File: src/rtl/seg_xlate_pkg.sv
package seg_xlate_pkg;

    typedef enum logic [1:0] {
        ACC_READ  = 2'd0,
        ACC_WRITE = 2'd1,
        ACC_EXEC  = 2'd2,
        ACC_RSVD  = 2'd3
    } acc_e;

    typedef enum logic [2:0] {
        FLT_NONE    = 3'd0,
        FLT_BAD_SEG = 3'd1,
        FLT_ABSENT  = 3'd2,
        FLT_PERM    = 3'd3,
        FLT_BOUND   = 3'd4
    } flt_e;

    localparam int PERM_R = 0;
    localparam int PERM_W = 1;
    localparam int PERM_X = 2;

endpackage

File: src/rtl/seg_table.sv
module seg_table #(
    parameter int NUM_SEG = 8,
    parameter int OFF_W   = 16,
    parameter int PA_W    = 24,
    parameter int IDX_W   = 3
) (
    input  logic             clk,
    input  logic             rst,
    input  logic             wr_en,
    input  logic [IDX_W-1:0] wr_idx,
    input  logic [PA_W-1:0]  wr_base,
    input  logic [OFF_W-1:0] wr_len,
    input  logic [2:0]       wr_perm,
    input  logic             wr_present,
    input  logic [IDX_W-1:0] rd_idx,
    output logic [PA_W-1:0]  rd_base,
    output logic [OFF_W-1:0] rd_len,
    output logic [2:0]       rd_perm,
    output logic             rd_present
);

    typedef struct packed {
        logic [PA_W-1:0]  base;
        logic [OFF_W-1:0] len;
        logic [2:0]       perm;
        logic             present;
    } ent_t;

    ent_t               tbl_d [NUM_SEG];
    ent_t               tbl_q [NUM_SEG];
    ent_t               wr_ent;
    ent_t               rd_ent;
    logic [NUM_SEG-1:0] hit;

    assign wr_ent = '{base: wr_base, len: wr_len, perm: wr_perm, present: wr_present};

    for (genvar g = 0; g < NUM_SEG; g++) begin : g_dec
        assign hit[g] = wr_en && (wr_idx == IDX_W'(g));
    end

    always_comb begin
        for (int i = 0; i < NUM_SEG; i++) begin
            tbl_d[i] = hit[i] ? wr_ent : tbl_q[i];
        end
    end

    always_ff @(posedge clk) begin
        if (rst) begin
            for (int i = 0; i < NUM_SEG; i++) begin
                tbl_q[i] <= '0;
            end
        end else begin
            for (int i = 0; i < NUM_SEG; i++) begin
                tbl_q[i] <= tbl_d[i];
            end
        end
    end

    // Read port sees the registered table, so a same-edge write is invisible.
    if ((1 << IDX_W) > NUM_SEG) begin : g_rd_guard
        assign rd_ent = (int'(rd_idx) < NUM_SEG) ? tbl_q[rd_idx] : '0;
    end else begin : g_rd_full
        assign rd_ent = tbl_q[rd_idx];
    end

    assign rd_base    = rd_ent.base;
    assign rd_len     = rd_ent.len;
    assign rd_perm    = rd_ent.perm;
    assign rd_present = rd_ent.present;

endmodule

File: src/rtl/seg_check.sv
module seg_check
    import seg_xlate_pkg::*;
#(
    parameter int NUM_SEG  = 8,
    parameter int SEG_ID_W = 4,
    parameter int OFF_W    = 16,
    parameter int PA_W     = 24
) (
    input  logic [SEG_ID_W-1:0] seg_id,
    input  logic [OFF_W-1:0]    offset,
    input  logic [1:0]          acc,
    input  logic [PA_W-1:0]     base,
    input  logic [OFF_W-1:0]    len,
    input  logic [2:0]          perm,
    input  logic                present,
    output flt_e                cause,
    output logic [PA_W-1:0]     paddr
);

    logic id_bad;
    logic perm_ok;
    logic in_range;

    assign id_bad   = int'(seg_id) >= NUM_SEG;
    assign in_range = offset < len;
    assign paddr    = base + PA_W'(offset);

    always_comb begin
        unique case (acc_e'(acc))
            ACC_READ:  perm_ok = perm[PERM_R];
            ACC_WRITE: perm_ok = perm[PERM_W];
            ACC_EXEC:  perm_ok = perm[PERM_X];
            default:   perm_ok = 1'b0;
        endcase
    end

    always_comb begin
        if (id_bad)         cause = FLT_BAD_SEG;
        else if (!present)  cause = FLT_ABSENT;
        else if (!perm_ok)  cause = FLT_PERM;
        else if (!in_range) cause = FLT_BOUND;
        else                cause = FLT_NONE;
    end

endmodule

File: src/rtl/seg_xlate_unit.sv
module seg_xlate_unit
    import seg_xlate_pkg::*;
#(
    parameter int NUM_SEG  = 8,
    parameter int SEG_ID_W = 4,
    parameter int OFF_W    = 16,
    parameter int PA_W     = 24,
    localparam int IDX_W   = (NUM_SEG > 1) ? $clog2(NUM_SEG) : 1
) (
    input  logic                clk,
    input  logic                rst,
    input  logic                req_valid,
    output logic                req_ready,
    input  logic [SEG_ID_W-1:0] req_seg,
    input  logic [OFF_W-1:0]    req_off,
    input  logic [1:0]          req_acc,
    input  logic                tw_en,
    input  logic [IDX_W-1:0]    tw_idx,
    input  logic [PA_W-1:0]     tw_base,
    input  logic [OFF_W-1:0]    tw_len,
    input  logic [2:0]          tw_perm,
    input  logic                tw_present,
    output logic                xl_valid,
    output logic [PA_W-1:0]     xl_paddr,
    output logic                flt_valid,
    output logic [2:0]          flt_cause
);

    typedef struct packed {
        logic            ready;
        logic            xl_valid;
        logic [PA_W-1:0] paddr;
        logic            flt_valid;
        flt_e            cause;
    } resp_t;

    resp_t            r_d;
    resp_t            r_q;
    logic             fire;
    logic [PA_W-1:0]  ent_base;
    logic [OFF_W-1:0] ent_len;
    logic [2:0]       ent_perm;
    logic             ent_present;
    flt_e             chk_cause;
    logic [PA_W-1:0]  chk_paddr;

    assign fire = req_valid && r_q.ready;

    seg_table #(
        .NUM_SEG (NUM_SEG),
        .OFF_W   (OFF_W),
        .PA_W    (PA_W),
        .IDX_W   (IDX_W)
    ) u_table (
        .clk        (clk),
        .rst        (rst),
        .wr_en      (tw_en),
        .wr_idx     (tw_idx),
        .wr_base    (tw_base),
        .wr_len     (tw_len),
        .wr_perm    (tw_perm),
        .wr_present (tw_present),
        .rd_idx     (req_seg[IDX_W-1:0]),
        .rd_base    (ent_base),
        .rd_len     (ent_len),
        .rd_perm    (ent_perm),
        .rd_present (ent_present)
    );

    seg_check #(
        .NUM_SEG  (NUM_SEG),
        .SEG_ID_W (SEG_ID_W),
        .OFF_W    (OFF_W),
        .PA_W     (PA_W)
    ) u_check (
        .seg_id  (req_seg),
        .offset  (req_off),
        .acc     (req_acc),
        .base    (ent_base),
        .len     (ent_len),
        .perm    (ent_perm),
        .present (ent_present),
        .cause   (chk_cause),
        .paddr   (chk_paddr)
    );

    always_comb begin
        r_d           = '0;
        r_d.ready     = 1'b1;
        r_d.cause     = FLT_NONE;
        if (fire) begin
            r_d.cause     = chk_cause;
            r_d.flt_valid = (chk_cause != FLT_NONE);
            r_d.xl_valid  = (chk_cause == FLT_NONE);
            r_d.paddr     = (chk_cause == FLT_NONE) ? chk_paddr : '0;
        end
    end

    always_ff @(posedge clk) begin
        if (rst) begin
            r_q <= '0;
        end else begin
            r_q <= r_d;
        end
    end

    assign req_ready = r_q.ready;
    assign xl_valid  = r_q.xl_valid;
    assign xl_paddr  = r_q.paddr;
    assign flt_valid = r_q.flt_valid;
    assign flt_cause = r_q.cause;

endmodule

File: config.mk
export PLATFORM = sky130hd
export DESIGN_NAME = seg_xlate_unit
export DESIGN_NICKNAME = d
export VERILOG_FILES = /design/src/rtl/seg_xlate_pkg.sv /design/src/rtl/seg_table.sv /design/src/rtl/seg_check.sv /design/src/rtl/seg_xlate_unit.sv
export SDC_FILE = /design/constraint.sdc
export NUM_CORES = 1
export LEC_CHECK = 0
export BUFFER_PORTS_ARGS = -buffer_cell sky130_fd_sc_hd__buf_4
export CORE_MARGIN = 2
export CORE_UTILIZATION = 35
export CTS_CLUSTER_SIZE = 10
export DETAILED_ROUTE_END_ITERATION = 10
export SYNTH_ARGS = -nofsm -noshare
export SYNTH_HDL_FRONTEND = slang
export SYNTH_SLANG_ARGS = --single-unit
export TNS_END_PERCENT = 10
File: constraint.sdc
create_clock -name clk -period 4.9 [get_ports clk]
set_clock_uncertainty 0.1 [all_clocks]
set_input_delay 0.735 -clock clk [delete_from_list [all_inputs] [get_ports clk]]
set_output_delay 0.735 -clock clk [all_outputs]
set_load 0.05 [all_outputs]
==> results of run 1 <==
cell type report:
type                            count  area share
Tap cell                          615      0.0392
Sequential cell                   382       0.569
Clock buffer                       76      0.0659
Inverter                           54      0.0103
Timing Repair Buffer              132      0.0536
Multi-Input combinational cell    653       0.261
Clock inverter                      4     0.00115
final timing paths:
| kind | cells past startpoint | slack (ns) | from | endpoint |
|---|---|---|---|---|
| worst max-delay path | 12 | 0.95 | req_seg[0] | xl_paddr[18] |
| worst min-delay path | 2 | 0.32 | req_seg[3] | flt_cause[1] |
| worst max register to register | 12 | 1.34 | u_table.tbl_q[0][21] | xl_paddr[21] |
| worst min register to register | 2 | 0.49 | req_ready | flt_valid |
worst reg2reg max path: stages, from the launching register on:
cell and delay [ns]:
edfxtp_1 0.38, mux4_2 0.46, mux2i_1 0.34, inv_1 0.09, ha_1 0.31, a211oi_1 0.36
o211ai_1 0.20, a211oi_1 0.28, buf_4 0.20, o21ai_0 0.23, o21ai_0 0.28, xor2_1 0.16
nor2_1 0.05
power by group through the flow:
stage                     clock network, uW  logic, uW  registers, uW
after global routing                   3230        953           3860
after CTS                              3110        881           3840
after floorplan                           0        568           3900
after detailed placement                  0        878           3910
final                                  3070        879           3840
after global placement                    0        868           3900
registers in the layout, indices dropped and copies added, names as in the netlist:
| name | count |
|---|---|
| u_table.tbl_q | 352 |
| xl_paddr | 24 |
| flt_cause | 3 |
| flt_valid | 1 |
| req_ready | 1 |
| xl_valid | 1 |
routing by layer:
layer	share of wire	vias to the layer above
met5	0	-
met2	0.46	375
met4	0.019	0
met3	0.068	60
met1	0.46	5286
li1	-	4450
kinds of logic after synthesis:
kind of cell | synth area share
compound gates | 0.0253
xor+xnor | 0.00890
fa+ha+maj | 0.0244
buf+inv | 0.0289
flops | 0.667
mux | 0.145
simple gates | 0.0997
Yosys cell counts, types with 2 or more instances:
cell type  number
o211ai_1        6
buf_2          14
nand3b_1        3
o21ai_0        10
nor2_1        294
xnor2_1         7
nand3_1         6
mux4_1          4
a211oi_1        2
a21boi_0        2
and4_1          2
a21oi_1        22
nand2_1        78
buf_1           3
buf_6           3
mux4_2         83
nand2b_1        7
buf_4           3
edfxtp_1      352
nor3b_1         2
nor3_1          4
o311ai_1        2
xor2_1         10
ha_1           31
clkbuf_1       33
mux2_2         20
mux2i_1        21
a31oi_1         4
dfxtp_1        30
a21o_1          7
inv_1          52
nor2b_1         2
a221o_1         2
per-stage QoR:
stage | total power (uW) | instances | utilization | hold slack (ns) | instance area [um2]
2_1_floorplan | 4470 | 1146 | - | 0.668 | 16700
3_3_place_gp | 4770 | 1836 | 0.386 | 0.456 | 18300
3_5_place_dp | 4790 | 1836 | 0.386 | 0.483 | 18300
4_1_cts | 7840 | 1916 | 0.414 | 0.300 | 19600
5_1_grt | 8050 | 1916 | 0.414 | 0.316 | 19600
6_report | 7790 | 1916 | 0.414 | 0.324 | 19600
==> results.py, run 1 <==
metrics = {
    "cells_and_area": {
        "layout_common_cells": "edfxtp_1 (352), nor2_1 (294), buf_4 (127)",
        "syn2layout_area_growth_pct": 17.4,
        "drive_gt1_frac": 0.237,
        "final_common_cell": "edfxtp_1",
        "fin_nets": 1373,
        "register_area_um2": 11200,
        "multi_input_area_um2": 5130,
        "antenna_cells": 0,
        "final.fill_count": 4395,
    },
    "global_route": {
        "grt_max_degree": 45,
        "grt_first_pass_wirelength_um": 66700,
        "gr-usage-met1": 0.265,
        "grt_use_total": 0.181,
        "grt_pass1_vias": 10600,
        "gr-usage-met2": 0.279,
        "antenna_found_initial": 0,
        "use_met3": 0.0341,
        "grt-busiest-layer": "met2",
        "overflow": 0,
    },
    "timing": {
        "slew_viol_final": 0,
        "slew_headroom": 0.410,
        "max_freq_ghz": 0.253,
        "fin_crit_ns": 3.95,
        "setup_violations": 0,
        "tns_ns": 0,
        "hold_violations": 0,
        "setup_ws_ns": 0.945,
        "grt_setup_unrepaired": "false",
        "finalCritPeriodShare": 0.807,
        "worstMarginPinSlew_ns": 0.884,
    },
    "power_and_ir_drop": {
        "p_sw_frac": 0.238,
        "comb_power_share": 0.113,
        "p_sw_uw": 1850,
        "pwr-share-clk": 0.394,
        "p_leak_uw": 0.00728,
        "p_int_uw": 5940,
        "seq_power_share": 0.493,
        "irDropWorstVdd_v": 0.000261,
        "power.density_nw_per_um2": 396,
    },
    "synthesis": {
        "synth_ff_type": "edfxtp_1",
        "syn-cell-area_um2": 16700,
        "seq_area_frac_synth": 0.667,
        "synth_edf_count": 352,
        "syn_inst": 1146,
        "synth.net_count": 1251,
        "synth_top_area_frac": 0.632,
        "ys_seq_elements": 382,
        "netlist_top_cells_area": "edfxtp_1 (63%), mux4_2 (11%), nor2_1 (6.6%)",
        "synthDistinctLibCells": 58,
        "yosys_warnings": 0,
        "async_flop_share": 0,
        "synth_top_area_cell": "edfxtp_1",
        "avgSynthCellArea_um2": 14.6,
    },
    "floorplan": {
        "die_w_um": 223,
        "initial_utilization": 0.353,
        "rows": 80,
        "core_um2": 47400,
        "die-area_um2": 49600,
        "io_pins": 103,
        "die_h_um": 223,
    },
    "flow_run": {
        "cap_viol_max_count": 0,
    },
    "routing": {
        "drt-total-wl_um": 44700,
        "num_vias": 10200,
        "drcViolationCount": 0,
        "drt-pass1-iter-count": 5,
        "wl_per_cell_um": 23.3,
        "drtIter0Drc": 1081,
        "viasPerCell": 5.31,
        "antenna_left": 0,
    },
    "placed_design": {
        "io_buffers": 102,
        "pre_cts_slack_ns": 0.416,
        "hpwlAfterDp_um": 26300,
        "gp_congestion": 0.800,
    },
    "clock_network": {
        "path_clk_slew_ns": 0.05,
        "cts_hold_buffers": 0,
        "cts_resized": 0,
        "cts_buffers": 45,
        "clock_sink_count": 382,
        "clock_latency_ns": 0.56,
        "cts-root-buf": "clkbuf_16",
        "ctsHtreeMaxLevel": 2,
        "cts_tree": "built",
        "clockBufferDepth": 3,
        "post_cts_buffers": 0,
    },
    "critical_path": {
        "cp.arrival_ns": 4.32,
        "path_cells": "buf_4 > buf_12 > mux4_2 > mux2_2 > ha_1 > a21oi_1 > nand2_1 > o211ai_1 > a21oi_1 > a221o_1 > a21o_1 > a31oi_1",
        "start_kind": "input pin",
        "crit_fanout": 17,
        "crit_required_ns": 5.26,
        "cp_slowest_cell": "mux4_2",
        "path_buf_inv": 2,
        "cp-end-kind": "flip-flop",
        "max_stage_delay_ns": 0.51,
        "worstSetupPathType": "in -> reg",
        "path_common_cell": "a21oi_1",
        "critPathTopFamily": "compound AO/OA/AOI/OAI gates",
    },
    "min_path": {
        "hold_path_class": "in -> reg",
    },
    "run_status": {
        "status": "finished clean",
    },
}
No activity file was read; power rests on OpenSTA's default activity.
==> run 2, diff against run 1 <==
==> constraint.sdc (replaced) <==
create_clock -name clk -period 3.31 [get_ports clk]
set_clock_uncertainty 0.1 [all_clocks]
set_input_delay 0.4965 -clock clk [delete_from_list [all_inputs] [get_ports clk]]
set_output_delay 0.4965 -clock clk [all_outputs]
set_load 0.05 [all_outputs]
==> run 2 against run 1 <==
  * Combinational power up 73%
  * Global-route usage is 0.13 points higher
  * Count of clock-buffer cells in the layout grew 1
  * Utilization increased by 1.4 points
  * Worst hold slack lost 0.28 ns
  * Setup slack worse by 0.86 ns
  * Largest power group unchanged
  * Sequential power increased by 48%
  * Flip-flop and latch count stayed put
  * Die area unchanged
  * Critical path depth grew 1
  * Cell area increased by 3.4%
==> results.py, run 2 (synthesis results as in run 1) <==
metrics = {
    "run_status": {
        "status": "finished clean",
    },
    "cells_and_area": {
        "largest-register": "u_table.tbl_q",
        "syn2layout_area_growth_pct": 21.4,
        "antenna_cells": 0,
        "largest_register_ffs": 352,
        "drive_gt1_frac": 0.289,
        "final_common_cell": "edfxtp_1",
        "fin_nets": 1445,
        "layout.cells.non_filler": 1990,
        "layout_common_cells": "edfxtp_1 (352), nor2_1 (294), buf_4 (194)",
    },
    "timing": {
        "tns_ns": 0,
        "worstMarginPinSlew_ns": 0.870,
        "setup_violations": 0,
        "finalCritPeriodShare": 0.974,
        "max_freq_ghz": 0.310,
        "hold_violations": 0,
        "fin_crit_ns": 3.22,
        "hold_ws_ns": 0.0462,
        "slew_headroom": 0.420,
        "slew_viol_final": 0,
        "grt_setup_unrepaired": "true",
    },
    "clock_network": {
        "cts_tree": "built",
        "cts-root-buf": "clkbuf_16",
        "ctsHtreeMaxLevel": 2,
        "cts_buffers": 44,
        "path_clk_slew_ns": 0.05,
        "clockBufferDepth": 3,
        "cts_hold_buffers": 0,
        "clock_sink_count": 382,
        "post_cts_buffers": 0,
        "clock_latency_ns": 0.55,
    },
    "global_route": {
        "grt_max_degree": 45,
        "grt_pass1_vias": 10500,
        "grt_first_pass_wirelength_um": 66800,
        "grt_use_total": 0.183,
        "overflow": 0,
        "antenna_found_initial": 0,
    },
    "power_and_ir_drop": {
        "irDropWorstVdd_v": 0.000367,
        "p_int_uw": 8840,
        "p_sw_frac": 0.238,
        "p_sw_uw": 2760,
        "power.density_nw_per_um2": 571,
        "comb_power_share": 0.131,
        "seq_power_share": 0.490,
        "pwr-share-clk": 0.379,
        "p_leak_uw": 0.00766,
    },
    "critical_path": {
        "cp_slowest_cell": "a221o_2",
        "worstSetupPathType": "in -> reg",
        "path_cells": "buf_4 > buf_12 > mux4_2 > mux2_2 > ha_1 > o211ai_1 > a21oi_2 > o211ai_1 > buf_4 > a21oi_2 > a221o_2 > a21boi_0 > nor3_1",
        "path_buf_inv": 3,
        "r2r_cells": 12,
        "cp.arrival_ns": 3.55,
        "r2r-end": "xl_paddr[4]",
        "crit_required_ns": 3.63,
        "crit_cells": 13,
        "cp-end-kind": "flip-flop",
        "max_stage_delay_ns": 0.51,
        "worstReg2RegStart": "u_table.tbl_q[7][12]",
        "r2r_setup_slack_ns": 0.09,
        "crit_fanout": 25,
        "critPathTopFamily": "compound AO/OA/AOI/OAI gates",
        "start_kind": "input pin",
    },
    "floorplan": {
        "rows": 80,
        "initial_utilization": 0.353,
        "die_h_um": 223,
        "core_um2": 47400,
        "die-area_um2": 49600,
        "io_pins": 103,
        "die_w_um": 223,
    },
    "routing": {
        "viasPerCell": 5.19,
        "met2WireLength_um": 21400,
        "drt-total-wl_um": 45300,
        "drt-pass1-iter-count": 5,
        "met1_length_um": 19900,
        "drcViolationCount": 0,
        "met3WireLength_um": 3460,
        "wl_per_cell_um": 22.8,
        "antenna_left": 0,
        "num_vias": 10300,
        "highest_layer": "met4",
        "drtIter0Drc": 1078,
    },
    "placed_design": {
        "hpwlAfterDp_um": 26900,
        "gp_congestion": 0.777,
        "io_buffers": 102,
        "placedCellCount": 1909,
    },
    "min_path": {
        "worstHoldEndpoint": "flt_cause[1]",
        "hold_path_class": "in -> reg",
        "holdCritStartpoint": "req_seg[3]",
        "whs_path_depth": 2,
    },
    "flow_run": {
        "cap_viol_max_count": 0,
    },
}
run 2: changes by cell type in the layout (fill, tap and decap cells not counted), sizes merged:
cell / before / now
clkbuf: 76 / 77
buf: 132 / 205
run 2: how the worst max path moves through the flow:
| stage | start | endpoint |
|---|---|---|
| finish | req_seg[1] | xl_paddr[20] |
| global route | req_seg[0] | xl_paddr[18] |
| CTS | req_seg[0] | xl_paddr[22] |
| detailed placement | req_seg[1] | xl_paddr[19] |
| global placement | req_seg[1] | xl_paddr[19] |
| floorplan | req_seg[1] | xl_paddr[20] |
run 2: metrics by stage:
step            util  instance area [um2]  power, uW  worst slack [ns]
2_1_floorplan      -                16900       6660            -0.196
3_3_place_gp   0.400                19000       7260            -0.525
3_5_place_dp   0.400                19000       7290            -0.543
4_1_cts        0.427                20300      11700            0.0397
5_1_grt        0.428                20300      12000           -0.0642
6_report       0.428                20300      11600            0.0862
run 2: power by group through the flow:
stage | clock network [uW] | logic, uW | registers, uW
global route | 4680 | 1640 | 5720
CTS | 4470 | 1510 | 5690
floorplan | 0 | 885 | 5770
global placement | 0 | 1490 | 5770
finish | 4390 | 1520 | 5690
detailed placement | 0 | 1500 | 5790
run 2: final cells by class:
cell class	instances	area (um2)
Fill cell	4353	27100
Sequential cell	382	11200
Multi-Input combinational cell	653	5240
Timing Repair Buffer	205	1670
Clock buffer	77	1250
Tap cell	615	769
Inverter	54	203
Clock inverter	4	25.0
run 2: what timing repair did:
item,CTS,global route
pin swaps,0,2
setup endpoints to repair,4,18
resized for setup,2,12
run 2: routing by layer:
metal | vias to the layer above | GRT usage
met5 | - | 0
met4 | 0 | 0.0359
met3 | 42 | 0.0343
met2 | 374 | 0.292
met1 | 5305 | 0.263
li1 | 4602 | -
==> run 3, diff against run 2 <==
--- a/config.mk
+++ b/config.mk
@@ -6,10 +6,13 @@
 export NUM_CORES = 1
 export LEC_CHECK = 0
 export BUFFER_PORTS_ARGS = -buffer_cell sky130_fd_sc_hd__buf_4
+export CELL_PAD_IN_SITES_DETAIL_PLACEMENT = 1
+export CELL_PAD_IN_SITES_GLOBAL_PLACEMENT = 2
 export CORE_MARGIN = 2
 export CORE_UTILIZATION = 35
 export CTS_CLUSTER_SIZE = 10
 export DETAILED_ROUTE_END_ITERATION = 10
+export PLACE_DENSITY = 0.74
 export SYNTH_ARGS = -nofsm -noshare
 export SYNTH_HDL_FRONTEND = slang
 export SYNTH_SLANG_ARGS = --single-unit
==> run 3 against run 2 <==
  * Combinational power up 9%
  * Flip-flop and latch count unchanged
  * Largest power group unchanged
  * Utilization up 1.0 points
  * Via count up 0.51%
  * Global-route usage up 1.6 points
  * Sequential share of layout area down 1.3 points
  * Fmax down 0.34%
  * Routed wire length up 8.4%
  * Worst hold slack better by 0.13 ns
  * Cell area up 2.3%
==> results.py, run 3 (synthesis results as in run 1) <==
metrics = {
    "critical_path": {
        "worstSetupPathType": "reg -> reg",
        "cp-end-kind": "flip-flop",
        "start_kind": "flip-flop",
        "cp-endpoint": "xl_paddr[5]",
        "r2r_setup_slack_ns": 0.08,
        "setup.worst_path.start": "u_table.tbl_q[4][17]",
        "max_stage_delay_ns": 0.47,
        "critPathTopFamily": "compound AO/OA/AOI/OAI gates",
        "cp_slowest_cell": "mux4_2",
        "crit_fanout": 7,
        "crit_required_ns": 3.73,
        "r2r-end": "xl_paddr[5]",
        "path_buf_inv": 2,
        "worstReg2RegStart": "u_table.tbl_q[4][17]",
        "r2r_cells": 11,
        "path_cells": "mux4_2 > mux2i_2 > ha_1 > buf_6 > nand4_1 > nor4b_4 > a221o_1 > a311o_1 > nand3b_4 > clkbuf_16 > nor2_2",
        "cp.arrival_ns": 3.65,
        "crit_cells": 11,
    },
    "cells_and_area": {
        "layout.cells.non_filler": 2004,
        "antenna_cells": 0,
        "final_common_cell": "edfxtp_1",
        "multi_input_area_um2": 5390,
        "layout_common_cells": "edfxtp_1 (352), nor2_1 (278), buf_4 (207)",
        "fin_nets": 1473,
        "largest-register": "u_table.tbl_q",
        "syn2layout_area_growth_pct": 24.2,
        "final.fill_count": 4831,
        "drive_gt1_frac": 0.325,
        "largest_register_ffs": 352,
        "register_area_um2": 11200,
        "utilization": 0.438,
    },
    "min_path": {
        "holdCritStartpoint": "req_valid",
        "hold_path_class": "in -> reg",
    },
    "routing": {
        "antenna_left": 0,
        "drcViolationCount": 0,
        "viasPerCell": 5.18,
        "drtIter0Drc": 721,
        "num_vias": 10400,
        "drt-pass1-iter-count": 5,
        "wl_per_cell_um": 24.5,
        "drt-total-wl_um": 49100,
    },
    "timing": {
        "setup_violations": 0,
        "grt_setup_unrepaired": "true",
        "slew_headroom": 0.444,
        "hold_violations": 0,
        "setup_ws_ns": 0.0751,
        "hold_ws_ns": 0.173,
        "slew_viol_final": 0,
        "fin_crit_ns": 3.23,
        "max_freq_ghz": 0.309,
        "finalCritPeriodShare": 0.977,
        "worstMarginPinSlew_ns": 0.834,
    },
    "floorplan": {
        "core_um2": 47400,
        "die-area_um2": 49600,
        "die_h_um": 223,
        "rows": 80,
        "io_pins": 103,
        "initial_utilization": 0.353,
        "die_w_um": 223,
    },
    "global_route": {
        "antenna_found_initial": 0,
        "overflow": 0,
        "grt_max_degree": 53,
        "grt_first_pass_wirelength_um": 72300,
        "grt_pass1_vias": 11400,
        "grt_use_total": 0.199,
    },
    "run_status": {
        "status": "finished clean",
    },
    "placed_design": {
        "hpwlAfterDp_um": 30000,
        "pre_cts_slack_ns": -0.506,
        "gp_congestion": 0.778,
        "io_buffers": 102,
        "placedCellCount": 1917,
    },
    "clock_network": {
        "cts-root-buf": "clkbuf_16",
        "cts_tree": "built",
        "path_clk_slew_ns": 0.05,
        "cts_buffers": 46,
        "ctsHtreeMaxLevel": 2,
        "clockBufferDepth": 3,
        "clock_latency_ns": 0.58,
        "clock_sink_count": 382,
    },
    "power_and_ir_drop": {
        "irDropWorstVdd_v": 0.000317,
        "p_leak_uw": 0.00786,
        "power.density_nw_per_um2": 572,
        "finalPower_uw": 11900,
    },
    "flow_run": {
        "cap_viol_max_count": 0,
    },
}
[run 3: changes by cell type in the layout (fill, tap and decap cells not counted), moves of 5 or more]
cell	delta
nor2_2	+9
clkbuf_1	-19
nor2_4	+7
buf_6	+5
nor2_1	-16
buf_4	+13
buf_12	+5
[run 3: worst min-delay path by stage]
stage | endpoint | slack (ns) | depth (start not counted)
2_1_floorplan | flt_cause[1] | 0.48 | 1
3_3_place_gp | flt_valid | 0.46 | 2
3_5_place_dp | flt_cause[0] | 0.46 | 2
4_1_cts | flt_cause[1] | 0.16 | 3
5_1_grt | flt_cause[0] | 0.18 | 3
6_report | flt_cause[0] | 0.17 | 3
[run 3: worst min-delay path, stage by stage]
cell and delay, ns:
buf_4 0.11, nand3_1 0.13, nor2_1 0.06
[run 3: layer usage]
| layer | vias up | track usage | part of all wire | routed length [um] |
|---|---|---|---|---|
| li1 | 4635 | - | - | - |
| met1 | 5403 | 0.259 | 0.43 | 20900 |
| met2 | 272 | 0.344 | 0.50 | 24700 |
| met3 | 66 | 0.0298 | 0.050 | 2470 |
| met4 | 0 | 0.0582 | 0.021 | 1020 |
| met5 | - | 0 | 0 | 0 |
[run 3: final cells by class]
cell class	count	share of cell area
sequential	382	0.537
inverter	54	0.00975
tap	615	0.0370
clock buffer	60	0.0584
multi-input combinational	654	0.259
timing repair buffer	230	0.0941
clock inverter	9	0.00427
[run 3: power by group]
group	internal [uW]	switching (uW)	leakage (uW)
sequential	5610	88.0	0.00365
clock	2620	1920	0.000631
combinational	747	898	0.00357
total	8980	2900	0.00786
[run 3: metrics by stage]
stage,TNS (ns),instance area [um2]
5_1_grt,-0.200,20800
6_report,0,20800
4_1_cts,0,20400
2_1_floorplan,-2.42,16900
3_3_place_gp,-11.17,19100
3_5_place_dp,-11.19,19100
[run 3: what timing repair did]
action | CTS | global route
setup endpoints to repair | 1 | 22
resized for setup | 1 | 49
hold endpoints to repair | 1 | 0
setup buffers | 0 | 15
cloned | 0 | 2
hold buffers | 1 | 0
pin swaps | 0 | 14
